## src/rtl/pwm_stagger_pkg.sv

```systemverilog
package pwm_stagger_pkg;
   // default geometry: 4 channels, 9-bit counter (512 counts per period)
   localparam int unsigned PWM_NUM_CH_DEF = 4;
   localparam int unsigned PWM_CNT_W_DEF  = 9;

   // width of a channel index, at least one bit
   function automatic int unsigned idx_width(input int unsigned n);
      return (n > 1) ? $clog2(n) : 1;
   endfunction
endpackage

```

## src/rtl/pwm_phase_counter.sv

```systemverilog
module pwm_phase_counter #(
   parameter int unsigned CNT_W = pwm_stagger_pkg::PWM_CNT_W_DEF
) (
   input  logic             clk,
   input  logic             rst_n,
   output logic [CNT_W-1:0] cnt_o
);
   logic [CNT_W-1:0] cnt_q;

   initial begin
      if (CNT_W < 2) $error("CNT_W must be at least 2");
   end

   always_ff @(posedge clk) begin
      if (!rst_n) cnt_q <= '0;
      else        cnt_q <= cnt_q + 1'b1;
   end

   assign cnt_o = cnt_q;

   // counter wraps from the top count to zero
   a_r2_cnt_wrap: assert property (@(posedge clk) disable iff (!rst_n)
      (cnt_q == '1) |=> (cnt_q == '0));

   // counter advances by exactly one elsewhere
   a_r2_cnt_step: assert property (@(posedge clk) disable iff (!rst_n)
      (cnt_q != '1) |=> (cnt_q == CNT_W'($past(cnt_q) + 1'b1)));
endmodule

```

## src/rtl/pwm_stagger_channel.sv

```systemverilog
module pwm_stagger_channel #(
   parameter int unsigned CNT_W  = pwm_stagger_pkg::PWM_CNT_W_DEF,
   parameter int unsigned OFFSET = 0
) (
   input  logic             clk,
   input  logic             rst_n,
   input  logic [CNT_W-1:0] cnt_i,
   input  logic             wr_i,
   input  logic [CNT_W-1:0] wr_duty_i,
   input  logic             wr_full_i,
   output logic             pwm_o
);
   localparam int unsigned PERIOD = 1 << CNT_W;

   logic [CNT_W-1:0] phase, phase_nxt;
   logic [CNT_W-1:0] sh_duty, ac_duty, duty_nxt;
   logic             sh_full, ac_full, full_nxt;
   logic             at_end;
   logic             pwm_q;

   initial begin
      if (OFFSET >= PERIOD) $error("OFFSET must lie inside one period");
   end

   // local phase of this channel relative to the shared counter
   assign phase     = cnt_i - CNT_W'(OFFSET);
   assign at_end    = (phase == '1);
   assign phase_nxt = phase + 1'b1;

   // at the period boundary the shadow becomes the working value
   assign duty_nxt = at_end ? sh_duty : ac_duty;
   assign full_nxt = at_end ? sh_full : ac_full;

   always_ff @(posedge clk) begin
      if (!rst_n) begin
         sh_duty <= '0;
         sh_full <= 1'b0;
         ac_duty <= '0;
         ac_full <= 1'b0;
         pwm_q   <= 1'b0;
      end else begin
         if (at_end) begin
            ac_duty <= sh_duty;
            ac_full <= sh_full;
         end
         if (wr_i) begin
            sh_duty <= wr_duty_i;
            sh_full <= wr_full_i;
         end
         pwm_q <= full_nxt | (phase_nxt < duty_nxt);
      end
   end

   assign pwm_o = pwm_q;

   // working duty only changes across the period boundary
   a_r7_hold_mid_period: assert property (@(posedge clk) disable iff (!rst_n)
      !at_end |=> ($stable(ac_duty) && $stable(ac_full)));

   // last count of a period is low unless full-on
   a_r5_last_count_low: assert property (@(posedge clk) disable iff (!rst_n)
      (at_end && !ac_full) |-> !pwm_q);

   // a non-zero duty starts high at local phase zero
   a_r3_start_high: assert property (@(posedge clk) disable iff (!rst_n)
      ((phase == '0) && ((ac_duty != '0) || ac_full)) |-> pwm_q);

   // full-on keeps the output high
   a_r6_full_on_high: assert property (@(posedge clk) disable iff (!rst_n)
      ac_full |-> pwm_q);

   // zero duty stays low
   a_r4_zero_low: assert property (@(posedge clk) disable iff (!rst_n)
      ((ac_duty == '0) && !ac_full) |-> !pwm_q);
endmodule

```

## src/rtl/pwm_stagger_gen.sv

```systemverilog
module pwm_stagger_gen #(
   parameter int unsigned NUM_CH = pwm_stagger_pkg::PWM_NUM_CH_DEF,
   parameter int unsigned CNT_W  = pwm_stagger_pkg::PWM_CNT_W_DEF,
   localparam int unsigned SEL_W = pwm_stagger_pkg::idx_width(NUM_CH)
) (
   input  logic              clk,
   input  logic              rst_n,
   input  logic              wr_en,
   input  logic [SEL_W-1:0]  wr_ch,
   input  logic [CNT_W-1:0]  wr_duty,
   input  logic              wr_full,
   output logic [NUM_CH-1:0] pwm_o
);
   localparam int unsigned PERIOD = 1 << CNT_W;
   localparam int unsigned STEP   = PERIOD / NUM_CH;

   logic [CNT_W-1:0] cnt;

   initial begin
      if (NUM_CH < 2)             $error("NUM_CH must be at least 2");
      if (NUM_CH > PERIOD)        $error("NUM_CH must not exceed the period");
      if ((PERIOD % NUM_CH) != 0) $error("period must split evenly across channels");
   end

   pwm_phase_counter #(.CNT_W(CNT_W)) cnt_i (
      .clk   (clk),
      .rst_n (rst_n),
      .cnt_o (cnt)
   );

   for (genvar g = 0; g < NUM_CH; g++) begin : g_ch
      logic sel;
      assign sel = wr_en && (wr_ch == SEL_W'(g));

      pwm_stagger_channel #(
         .CNT_W  (CNT_W),
         .OFFSET (g * STEP)
      ) ch_i (
         .clk       (clk),
         .rst_n     (rst_n),
         .cnt_i     (cnt),
         .wr_i      (sel),
         .wr_duty_i (wr_duty),
         .wr_full_i (wr_full),
         .pwm_o     (pwm_o[g])
      );
   end

   // all outputs low in the first cycle after reset release
   a_r1_low_after_reset: assert property (@(posedge clk) disable iff (!rst_n)
      $rose(rst_n) |-> (pwm_o == '0));
endmodule

```

## config.mk

```make
export PLATFORM = sky130hd
export DESIGN_NAME = pwm_stagger_gen
export DESIGN_NICKNAME = d
export VERILOG_FILES = /design/src/rtl/pwm_stagger_pkg.sv /design/src/rtl/pwm_phase_counter.sv /design/src/rtl/pwm_stagger_channel.sv /design/src/rtl/pwm_stagger_gen.sv
export SDC_FILE = /design/constraint.sdc
export NUM_CORES = 1
export LEC_CHECK = 0
export ABC_AREA = 1
export CORE_ASPECT_RATIO = 1.25
export CORE_MARGIN = 2
export CORE_UTILIZATION = 60
export DETAILED_ROUTE_END_ITERATION = 10
export PLACE_DENSITY_LB_ADDON = 0.1
export SYNTH_ARGS = -nofsm -noshare
export SYNTH_HDL_FRONTEND = slang
export SYNTH_SLANG_ARGS = --single-unit
```

## constraint.sdc

```tcl
create_clock -name clk -period 2.7 [get_ports clk]
set_input_delay 0.405 -clock clk [delete_from_list [all_inputs] [get_ports clk]]
set_output_delay 0.405 -clock clk [all_outputs]
set_load 0.01 [all_outputs]
```

Word-level counts from Yosys, hierarchy flattened
Cells that the tools add are included.
Storage, ports and cells
  flip-flop bits (word level): 93
  input bits: 15
  output and inout port bits: 4
  logic and storage cells: 56
Operators by class
  add/sub/neg operators: 7
  magnitude comparators: 4
  eq/ne operators: 7
  multiplexer cells: 8
  bitwise gates (word level): 4
  reduce and logical (&&, ||, !) cells: 5
Operator list (number)
  $add A9 B1 Y9 const B: 4
  $eq A9 B9 Y1 const B: 4
  $lt A9 B9 Y1: 4
  $mux W9: 4
  $sub A9 B9 Y9 const B: 2
  $sub A9 B8 Y9 const B: 1
  $eq A2 B2 Y1 const B: 2
  $logic_and A1 B1 Y1: 4
  $mux W1: 4
  $or A1 B1 Y1: 4
  $eq A2 B1 Y1 const B: 1
  $logic_not A2 Y1: 1

Depth between registers and ports, before layout
Gate-level depths: netlist of run 1.
  depth after elaboration: 5
  mapped depth: 18
  depth with buffers taken out: 16

Hierarchy
A second synthesis of run 1 with hierarchy kept.
Unflattened totals
  cells, all modules: 646
  area total of the unflattened synthesis: 4813.4 um2
By module, submodules not included
  pwm_stagger_channel (g_ch[1].ch_i ...): times used 2, cells each 143, area an instance 1096.1 um2, sequential area each 420.4 um2
  pwm_stagger_channel (g_ch[2].ch_i): times used 1, cells each 149, area an instance 1109.8 um2, sequential area each 420.4 um2
  pwm_stagger_channel (g_ch[0].ch_i): times used 1, cells each 148, area an instance 1106.1 um2, sequential area each 420.4 um2
  pwm_phase_counter: times used 1, cells each 55, area an instance 375.4 um2, sequential area each 180.2 um2
  pwm_stagger_gen: times used 1, cells each 8, area an instance 30.0 um2, sequential area each 0.0 um2

Worst setup path before layout of run 1
Ideal clock, no wire load.
  path type: register to register
  from: register cnt_i.cnt_q[0] (netlist: cnt_i.cnt_o[0])
  to: register g_ch[3].ch_i.pwm_q
  setup time: 0.113 ns
  arrival time: 2.346 ns
  required time: 2.587 ns
  path slack: 0.241 ns
  stages on the path, launching flop included: 16
  path buffers: 2
  clock period less this slack: 2.459 ns
  path through: dfxtp_1 ha_1 nand3_1 nor2_1 nand3_1 nor2_1 ha_1 buf_2 buf_2 o21ai_0 ha_1 nand3_1 nor2_1 nand3_1 nand3_1 nand2_1
On the way
  word-level cells in the longest chain between the ends: 5
  elaborated cells between the ends (all ways): 7
  classes of those cells: add/sub: 2; order compare: 1; eq/ne: 1; mux: 2; bitwise: 1
RTL lines
  start, declared: RTL line pwm_phase_counter.sv:8  | logic [CNT_W-1:0] cnt_q;
  start signal, assigned: RTL line pwm_phase_counter.sv:16  | else cnt_q <= cnt_q + 1'b1;
  $sub A9 B9 Y9 *: RTL line pwm_stagger_channel.sv:26  | assign phase = cnt_i - CNT_W'(OFFSET);
  parallel branches: the longest is 3 deep, another holds $add A9 B1 Y9
  $or A1 B1 Y1 *: RTL line pwm_stagger_channel.sv:50  | pwm_q <= full_nxt | (phase_nxt < duty_nxt);
  end signal, assigned: RTL line pwm_stagger_channel.sv:50
  end, declared: RTL line pwm_stagger_channel.sv:19  | logic pwm_q;
Mark *: on every way between the ends.
A chain may end at the register's enable or synchronous reset.

Worst setup path after layout of run 1
Ends and elaborated chain as after synthesis.

==> metrics.txt, run 1 <==
CP startpoint kind register; hold path start g_ch[3].ch_i.sh_full; Peak Freq 405 MHz; Routed met1 length 4.40 mm; syn avg cell area 7.79 um2; Hold Path End g_ch[3].ch_i.sh_full; Starting Density 61.4%; yosys warns 0; final hold slack approximately 0.46 ns; Unique masters post-synth 26; post-route ant nets 0; critical path type register to register; final global-route overflow total 0; Critical Path AT about 2.7 ns; Reg-to-Reg End g_ch[3].ch_i.pwm_o; Yosys top cell area share 43.7%; Gate Count Post-Synth approximately 550; Core Util, Final 69.3%; post-synthesis net count 599; power share of the clock group 42.1%; CTS tree built; Vert. Die Dim 98.2 um; crit-path cells ha_1, nand3_1, nor2_2, nand3_2, nor2_2, ha_1, buf_6, o21ai_0, ha_1, nand3_1, nor2_2, nand3_1, nand3_1, nand2_1; Post-synth EDFFs 0; clock tree sinks 93; GPL Wtd Cong 0.827; leakage 2.06 nW; Comb power frac 8.0%; cell taking the most area after synthesis dfxtp_1; Slew HR between 60% and 70%; ys flop type dfxtp_1; Psw 648 uW; WL/cell ~15 um; post-synthesis sequential area ratio 43.7%; area growth from synthesis to layout 12.7%; cell mode on critical path nand3_1; Placed Cells 644; status completed; 1st-pass router iterations 4; # setup viols final 0; post-CTS setup buffers 0; crit end category register; CTS buffer count 9; CTS H-tree lvls 3; final WL a little under 10 mm; #FFs+latches synth 93; Iter 0 DRT Violations 269; I/O Buffers 18; switch share a little under a quarter; largest net degree at the start of global routing 42; first-pass GRT wire length approximately 16 mm; FF-to-FF path depth 14; Via density 5.26; post-detail-place hpwl 6.43 mm; non-filler cells, final 660; DIE AREA just under 8000 um2; P_int 2.20 mW; synthesized area roughly 4300 um2; vias in the first global route about 3100; Pwr Density about 590 nW/um2; CP max-delay cell dfxtp_1; Max Slew Vio Count 0; fin crit share 91.4%; Hold Vio Cnt, Final 0; max cap viols 0; FF-to-FF Start cnt_i.cnt_o[0]; Clock Skews 0.0109 ns; Worst Path Max Fanout 19; fillers ~570; worst-margin pin slew 0.595 ns; setup ws final 0.232 ns; share of layout cells above drive strength 1 7.89%; Clock Latency Late Sink 0.36 ns; uppermost layer routed met4; nets 617; Std-Cell Core Area 6930 um2; pre-CTS setup slack roughly 0.23 ns; sequential share of power 50.0%; met3 wire length ~450 um; Max IR drop VDD 0.000493 V; initial antenna violation count 0; CP required 2.96 ns; Residual DRC 0; simple-gate share of the synthesized area between 20% and 30%; Die Wd about 79 um; vias 3471; worst hold path class register to register; Post-synth ARST share 0%; routed wl met2 4.68 mm; area fraction in compound gates after synthesis under 10%; post-route setup TNS 0 ns; top cells by area, synth dfxtp_1, nor2_1, ha_1, nand2_1, mux2i_1; post-synthesis xor/xnor area fraction 0.411%; Max stage delay on crit path 0.34 ns; CTS Root Cell clkbuf_8; # diodes 0; maximum buffer depth of the clock tree 2; Total GRT Usage 26.5%; mux contribution to synthesized area 5.64%; post-synthesis adder-cell area fraction 10.9%; largest family of logic cells by synthesized area simple AND/OR/NAND/NOR gates; std cell rows 34; Top Ports 19; WHS Path Cells 2; reg2reg setup slack 0.23 ns; CTS clk-pin slew, worst paths 0.09 ns; Final min period 2.47 ns
## cell families after synthesis
kind of cell	Yosys count
xor+xnor	2
flops	93
compound gates	69
simple gates	242
fa+ha+maj	37
buf+inv	80
mux	24
## power by group through the flow
stage / Sequential (mW) / Clock, mW / Combinational, mW
3_3_place_gp: 1.45 / 0 / 0.220
3_5_place_dp: 1.45 / 0 / 0.224
5_1_grt: 1.43 / 1.27 / 0.254
2_1_floorplan: 1.45 / 0 / 0.140
6_report: 1.42 / 1.20 / 0.227
4_1_cts: 1.42 / 1.21 / 0.227
## synthesized netlist by cell type, drive strengths merged (2+ instances only)
library cell / count
nand2: 84
nor3: 6
xor2: 2
mux2i: 24
clkbuf: 6
nor2: 131
ha: 37
inv: 56
a21oi: 20
dfxtp: 93
buf: 17
nand3: 19
o21ai: 49
## how the worst max path moves through the flow
stage	depth (start not counted)	start	slack (ns)	end
after global placement	16	cnt_i.cnt_o[0]	0.28	g_ch[1].ch_i.pwm_o
after detailed placement	16	cnt_i.cnt_o[0]	0.23	g_ch[1].ch_i.pwm_o
after global routing	14	cnt_i.cnt_o[0]	-0.02	g_ch[3].ch_i.pwm_o
after CTS	14	cnt_i.cnt_o[0]	0.19	g_ch[3].ch_i.pwm_o
final	14	cnt_i.cnt_o[0]	0.23	g_ch[3].ch_i.pwm_o
after floorplan	15	cnt_i.cnt_o[0]	0.24	g_ch[3].ch_i.pwm_o
## cell type report
class / count / area (um2) / area share, %
clock inverters: 6 / 135 / 2.81
inverters: 57 / 214 / 4.45
multi-input cells: 374 / 2070 / 43.0
repair buffers: 30 / 287 / 5.97
clock buffers: 10 / 128 / 2.66
well taps: 90 / 113 / 2.34
flip-flops and latches: 93 / 1860 / 38.8
## cell usage in the layout (no fill, tap or decap)
cell             instances
or2_2                    1
nor2_1                 124
clkdlybuf4s50_1         18
clkbuf_1                 1
clkinv_1                 1
nand3_2                  1
buf_4                   10
nand4_1                  1
nor2_2                   5
inv_2                    3
dfxtp_1                 93
buf_6                    1
mux2i_2                  2
nand2_2                  2
inv_1                   53
a21oi_1                 20
ha_1                    37
nor2_4                   2
nand3_1                 18
mux2i_1                 22
nand2_1                 82
clkinvlp_4               2
nor3_2                   2
o21ai_1                  1
bufinv_16                4
o21ai_0                 48
xor2_1                   2
clkbuf_8                 9
nor3_1                   4
buf_12                   1
## metrics by stage
| step | cell area [um2] | power [mW] |
|---|---|---|
| after floorplan | 4260 | 1.59 |
| after global placement | 4510 | 1.67 |
| after detailed placement | 4510 | 1.68 |
| after CTS | 4780 | 2.86 |
| after global routing | 4800 | 2.95 |
| final | 4800 | 2.85 |
## timing repair
| item | 4_1_cts | 5_1_grt |
|---|---|---|
| setup endpoints to repair | 0 | 4 |
| hold buffers | 0 | 0 |
| gates resized for setup | 0 | 8 |
| endpoints found under the hold margin | 0 | 0 |
## layer usage
layer  GRT usage, %  vias to the layer above
met5              0                        -
met4           8.62                        0
met3           3.88                       13
met2           42.3                       72
met1           37.0                     1613
li1               -                     1773
## worst max-delay path: cells and delay by family, from the launching register on
kind | cells | cell delay (ns)
buffers and inverters | 1 | 0.17
adders and majority gates | 3 | 0.70
and+or+nand+nor | 9 | 1.02
AOI/OAI and AO/OA | 1 | 0.13
DFF | 1 | 0.34
## state kept, by name (all words and copies together) (netlist names)
register and cells:
g_ch.ch_i.pwm_o 4, g_ch.ch_i.ac_full 4, cnt_i.cnt_o 9, g_ch.ch_i.sh_duty 36, g_ch.ch_i.ac_duty 36, g_ch.ch_i.sh_full 4
Note: power is estimated with default switching activity, not from simulation.
==> inputs of run 2 (changes only) <==
--- a/config.mk
+++ b/config.mk
@@ -9,8 +9,11 @@
 export CORE_ASPECT_RATIO = 1.25
 export CORE_MARGIN = 2
 export CORE_UTILIZATION = 60
+export CTS_BUF_LIST = sky130_fd_sc_hd__clkbuf_4
 export DETAILED_ROUTE_END_ITERATION = 10
+export MAX_ROUTING_LAYER = met4
 export PLACE_DENSITY_LB_ADDON = 0.1
 export SYNTH_ARGS = -nofsm -noshare
 export SYNTH_HDL_FRONTEND = slang
 export SYNTH_SLANG_ARGS = --single-unit
+export TNS_END_PERCENT = 1
==> run 2 against run 1 <==
Hold slack improved by 0.0030 ns. Sequential power barely moved. Worst setup slack got worse by 0.0088 ns. Non-clock buffer count stayed put. Clock-buffer cell count stayed put. Flip-flop and latch count stayed put. Die area unchanged. Critical endpoint unchanged.
==> metrics.txt, run 2 (synthesized netlist as in run 1, its figures left out) <==
Pwr Density 567 nW/um2 (-4.3%); WL/cell 14.9 um (+0.94%); CTS clk-pin slew, worst paths 0.14 ns (+0.05 ns); Hold Vio Cnt, Final 0 (unchanged); nets 617 (unchanged); Via density 5.25 (-0.20%); CP startpoint kind register; area growth from synthesis to layout 11.7%; post-route setup TNS 0 ns (unchanged); post-detail-place hpwl 6.43 mm (unchanged); clock tree sinks 93 (unchanged); routing usage on met3 4.44% (+0.55 points); Top Ports 19 (unchanged); worst-margin pin slew 0.594 ns (-0.000433 ns); Critical Path AT 2.83 ns (+0.10 ns); Vert. Die Dim 98.2 um (unchanged); CTS H-tree lvls 3 (unchanged); reg2reg setup slack 0.22 ns (about the same); post-route ant nets 0 (unchanged); worst hold path class register to register; Die Wd 79.4 um (unchanged); Buf/Inv on CP 1 (unchanged); Total GRT Usage 27.5% (+1.0 points); Max IR drop VDD 0.000437 V (-11%); final WL 9.82 mm (+0.94%); Iter 0 DRT Violations 242 (-10%); vias 3464 (-0.20%); fin crit share 91.8% (+0.33 points); Std-Cell Core Area 6930 um2 (unchanged); post-placement cell area 4510 um2 (unchanged); Starting Density 61.4% (unchanged); DIE AREA 7790 um2 (unchanged); most frequent cells in the layout nor2_1, dfxtp_1, nand2_1; CTS Root Cell clkbuf_4; leakage 2.04 nW (-0.89%); share of layout cells above drive strength 1 8.42% (+0.53 points); crit end category register; largest net degree at the start of global routing 42 (unchanged); final hold slack 0.459 ns (+0.00296 ns); Tot Pwr 2.70 mW (-5.2%); CP top delay family simple AND/OR/NAND/NOR gates; Max stage delay on crit path 0.37 ns (+0.03 ns); CTS buffer count 9 (unchanged); fillers 567 (-0.18%); Clock Skews 0.0179 ns (+0.00700 ns); critical path type register to register; 1st-pass router iterations 5 (+1); post-CTS setup buffers 0 (unchanged); GPL Wtd Cong 0.839 (+1.5%); GR Layer Usage met2 43.2% (+0.85 points); status completed; CP required 3.06 ns (+0.10 ns); hold path start g_ch[3].ch_i.sh_full; initial antenna violation count 0 (unchanged); post-route cell area 4760 um2 (-0.94%); Peak Freq 404 MHz (-0.36%); FF-to-FF Start cnt_i.cnt_o[0]; global routing's busiest layer met2; Residual DRC 0 (unchanged); CTS tree built; maximum buffer depth of the clock tree 2 (unchanged); max cap viols 0 (unchanged); I/O Buffers 18 (unchanged); met1 usage 37.0% (-0.059 points); crit-path cells ha_1, nand3_1, nor2_2, nand3_2, nor2_2, ha_1, buf_6, o21ai_0, ha_1, nand3_1, nor2_2, nand2_1, nand3_1, nand2_1; Final min period 2.48 ns (+0.00883 ns); first-pass GRT wire length 15.7 mm (+0.44%); Clock Latency Late Sink 0.45 ns (+0.09 ns); crit path from cnt_i.cnt_o[0]; std cell rows 34 (unchanged); most common cell after layout, fill and taps aside nor2_1; CP max-delay cell dfxtp_1; Worst Path Max Fanout 19 (unchanged); # diodes 0 (unchanged); Slew HR 60.2% (about the same); vias in the first global route 3179 (+1.0%); Max Slew Vio Count 0 (unchanged); # setup viols final 0 (unchanged); final global-route overflow total 0 (unchanged)
## run 2: power by group
part / switching (mW) / leakage, nW / internal [mW]
Combinational: 0.144 / 1.19 / 0.0837
Sequential: 0.0166 / 0.755 / 1.41
Clock: 0.473 / 0.103 / 0.572
## run 2: layout make-up
type | instances | area (um2) | area share, %
Clock buffer | 10 | 75.1 | 1.58
Clock inverter | 6 | 135 | 2.84
Inverter | 57 | 214 | 4.50
Multi-Input combinational cell | 374 | 2070 | 43.6
Sequential cell | 93 | 1860 | 39.1
Tap cell | 90 | 113 | 2.37
Timing Repair Buffer | 30 | 287 | 6.02
## run 2: worst register-to-register path, delay by kind of cell (launching register included)
family          cells  cell delay, ns
compound gates      1            0.14
fa+ha+maj           3            0.69
simple gates        9            1.03
buf+inv             1            0.17
flops               1            0.37
## run 2: routing by layer
| metal | wire, um | vias to the layer above |
|---|---|---|
| met4 | 136 | 0 |
| met5 | 0 | - |
| met2 | 4600 | 85 |
| li1 | - | 1775 |
| met1 | 4600 | 1594 |
| met3 | 479 | 10 |
## run 2: final timing paths
path,to,cells after the start
max reg2reg,g_ch[3].ch_i.pwm_o,14
min reg2reg,g_ch[3].ch_i.sh_full,2
min,g_ch[3].ch_i.sh_full,2
max,g_ch[3].ch_i.pwm_o,14
## run 2: through the flow
stage | utilization (%) | setup WS, ns | instances
floorplan | - | 0.241 | 547
global route | 68.6 | -0.0197 | 660
detailed placement | 65.1 | 0.227 | 644
finish | 68.6 | 0.223 | 660
CTS | 68.1 | 0.172 | 660
global placement | 65.1 | 0.277 | 644
## run 2: timing repair
action,in CTS,in global routing
gates resized for setup,0,11
hold buffers,0,0
endpoints found under the setup margin,0,4
==> inputs of run 3 (changes only) <==
--- a/config.mk
+++ b/config.mk
@@ -11,6 +11,7 @@
 export CORE_UTILIZATION = 60
 export CTS_BUF_LIST = sky130_fd_sc_hd__clkbuf_4
 export DETAILED_ROUTE_END_ITERATION = 10
+export GPL_TIMING_DRIVEN = 0
 export MAX_ROUTING_LAYER = met4
 export PLACE_DENSITY_LB_ADDON = 0.1
 export SYNTH_ARGS = -nofsm -noshare
==> constraint.sdc (replaced) <==
create_clock -name clk -period 2.9 [get_ports clk]
set_input_delay 0.435 -clock clk [delete_from_list [all_inputs] [get_ports clk]]
set_output_delay 0.435 -clock clk [all_outputs]
set_load 0.01 [all_outputs]
==> run 3 against run 2 <==
Die area stayed put. First-iteration DRC count is 34% lower. Clock power fell by 16%. Worst setup slack better by 0.030 ns. Clock-buffer cell count fell by 1. Largest cell class unchanged.
==> metrics.txt, run 3 (synthesized netlist as in run 1, its figures left out) <==
status completed; CP required 3.25 ns (+0.19 ns); CTS Root Cell clkbuf_4; most frequent cells in the layout nor2_1, dfxtp_1, nand2_1; post-route setup TNS 0 ns (unchanged); crit-path cells ha_1, nand3_2, nor2_2, nand3_2, nor2_4, ha_1, clkbuf_4, clkbuf_4, o21ai_0, ha_1, nand3_1, nor2_2, nand3_1, nand3_1, nand2_1; fin crit share 91.3% (-0.46 points); Placed Cells 655 (+1.7%); area growth from synthesis to layout 12.2%; Final min period 2.65 ns (+0.170 ns); Max stage delay on crit path 0.38 ns (about the same); Pwr Density 506 nW/um2 (-11%); Core Util, Final 68.9% (+0.31 points); CP top delay family simple AND/OR/NAND/NOR gates; Clock Latency Late Sink 0.44 ns (about the same); Peak Freq 378 MHz (-6.4%); CTS Hold Bufs 0 (unchanged); share of layout cells above drive strength 1 8.76% (+0.34 points); Hold Vio Cnt, Final 0 (unchanged); vias in the first global route 3338 (+5.0%); Vert. Die Dim 98.2 um (unchanged); Clock Skews 0.0306 ns (+0.0127 ns); Slew HR 57.4% (-2.8 points); final hold slack 0.437 ns (-0.0218 ns); post-detail-place hpwl 7.03 mm (+9.3%); final global-route overflow total 0 (unchanged); first-pass GRT wire length 16.0 mm (+1.7%); Total GRT Usage 28.1% (+0.55 points); CP max-delay cell dfxtp_4; largest net degree at the start of global routing 17 (-60%); Std-Cell Core Area 6930 um2 (unchanged); Residual DRC 0 (unchanged); GPL Wtd Cong 0.830 (-1.1%); worst-margin pin slew 0.637 ns (+0.0425 ns); Buf/Inv on CP 2 (+1); 1st-pass router iterations 4 (-1); # setup viols final 0 (unchanged); crit end category register; pre-CTS setup slack -0.280 ns (-0.507 ns); setup repair after global routing missed its margin no; CTS buffer count 9 (unchanged); CP startpoint kind register; Via density 5.26 (+0.28%); Die Wd 79.4 um (unchanged); maximum buffer depth of the clock tree 2 (unchanged); post-route ant nets 0 (unchanged); Max IR drop VDD 0.000360 V (-18%); leakage 2.07 nW (+1.3%); Max Slew Vio Count 0 (unchanged); setup ws final 0.253 ns (+0.0299 ns); nets 629 (+1.9%); non-filler cells, final 672 (+1.8%); clock tree sinks 93 (unchanged); final WL 9.74 mm (-0.82%); CTS tree built; WL/cell 14.5 um (-2.6%); Top Ports 19 (unchanged); Worst Path Max Fanout 10 (-9); Critical Path AT 2.99 ns (+0.16 ns); initial antenna violation count 0 (unchanged); critical path type register to register; worst hold path class register to register; CTS clk-pin slew, worst paths 0.14 ns (about the same); Iter 0 DRT Violations 159 (-34%); vias 3537 (+2.1%); most common cell after layout, fill and taps aside nor2_1; CTS H-tree lvls 3 (unchanged); I/O Buffers 18 (unchanged); DIE AREA 7790 um2 (unchanged); # diodes 0 (unchanged); Starting Density 61.4% (unchanged); std cell rows 34 (unchanged); max cap viols 0 (unchanged)
run 3: final cells by class:
type	count	area, um2
repair buffers	19	188
inverters	57	214
plain buffers	23	146
multi-input cells	374	2070
well taps	90	113
flip-flops and latches	93	1870
clock buffers	9	67.6
clock inverters	7	120
fillers	621	2150
run 3: repair_timing:
action | 4_1_cts | 5_1_grt
pin swaps | 0 | 0
endpoints found under the setup margin | 3 | 4
resized for setup | 4 | 6
setup buffers | 0 | 1
run 3: power breakdown:
group          leakage (nW)  internal, mW  total, mW  switching [mW]
logic                  1.22        0.0826      0.216           0.133
registers             0.755          1.31       1.33          0.0153
clock network        0.0969         0.441      0.878           0.437
run 3: final timing paths:
kind,startpoint,endpoint,slack (ns),depth (start not counted)
hold reg to reg,cnt_i.cnt_o[0],cnt_i.cnt_o[0],0.44,1
hold / removal,cnt_i.cnt_o[0],cnt_i.cnt_o[0],0.44,1
setup reg to reg,cnt_i.cnt_o[0],g_ch[3].ch_i.pwm_o,0.25,15
setup / recovery,cnt_i.cnt_o[0],g_ch[3].ch_i.pwm_o,0.25,15
run 3: stage by stage:
stage,power [mW],area (um2)
after floorplan,1.48,4260
after global placement,1.56,4550
after CTS,2.44,4750
after detailed placement,1.57,4550
final,2.42,4780
after global routing,2.54,4780
run 3: routing by layer:
metal	track usage [%]	wire [um]	vias up
met5	-	0	-
met4	12.7	383	0
met3	4.25	379	23
met2	43.8	4570	86
met1	36.0	4410	1626
li1	-	-	1802
run 3: worst register-to-register path: stages (launching register included):
cell and delay, ns:
dfxtp_4 0.38, ha_1 0.19, nand3_2 0.12, nor2_2 0.14, nand3_2 0.12, nor2_4 0.16
ha_1 0.16, clkbuf_4 0.18, clkbuf_4 0.20, o21ai_0 0.13, ha_1 0.33, nand3_1 0.12
nor2_2 0.12, nand3_1 0.09, nand3_1 0.07, nand2_1 0.05
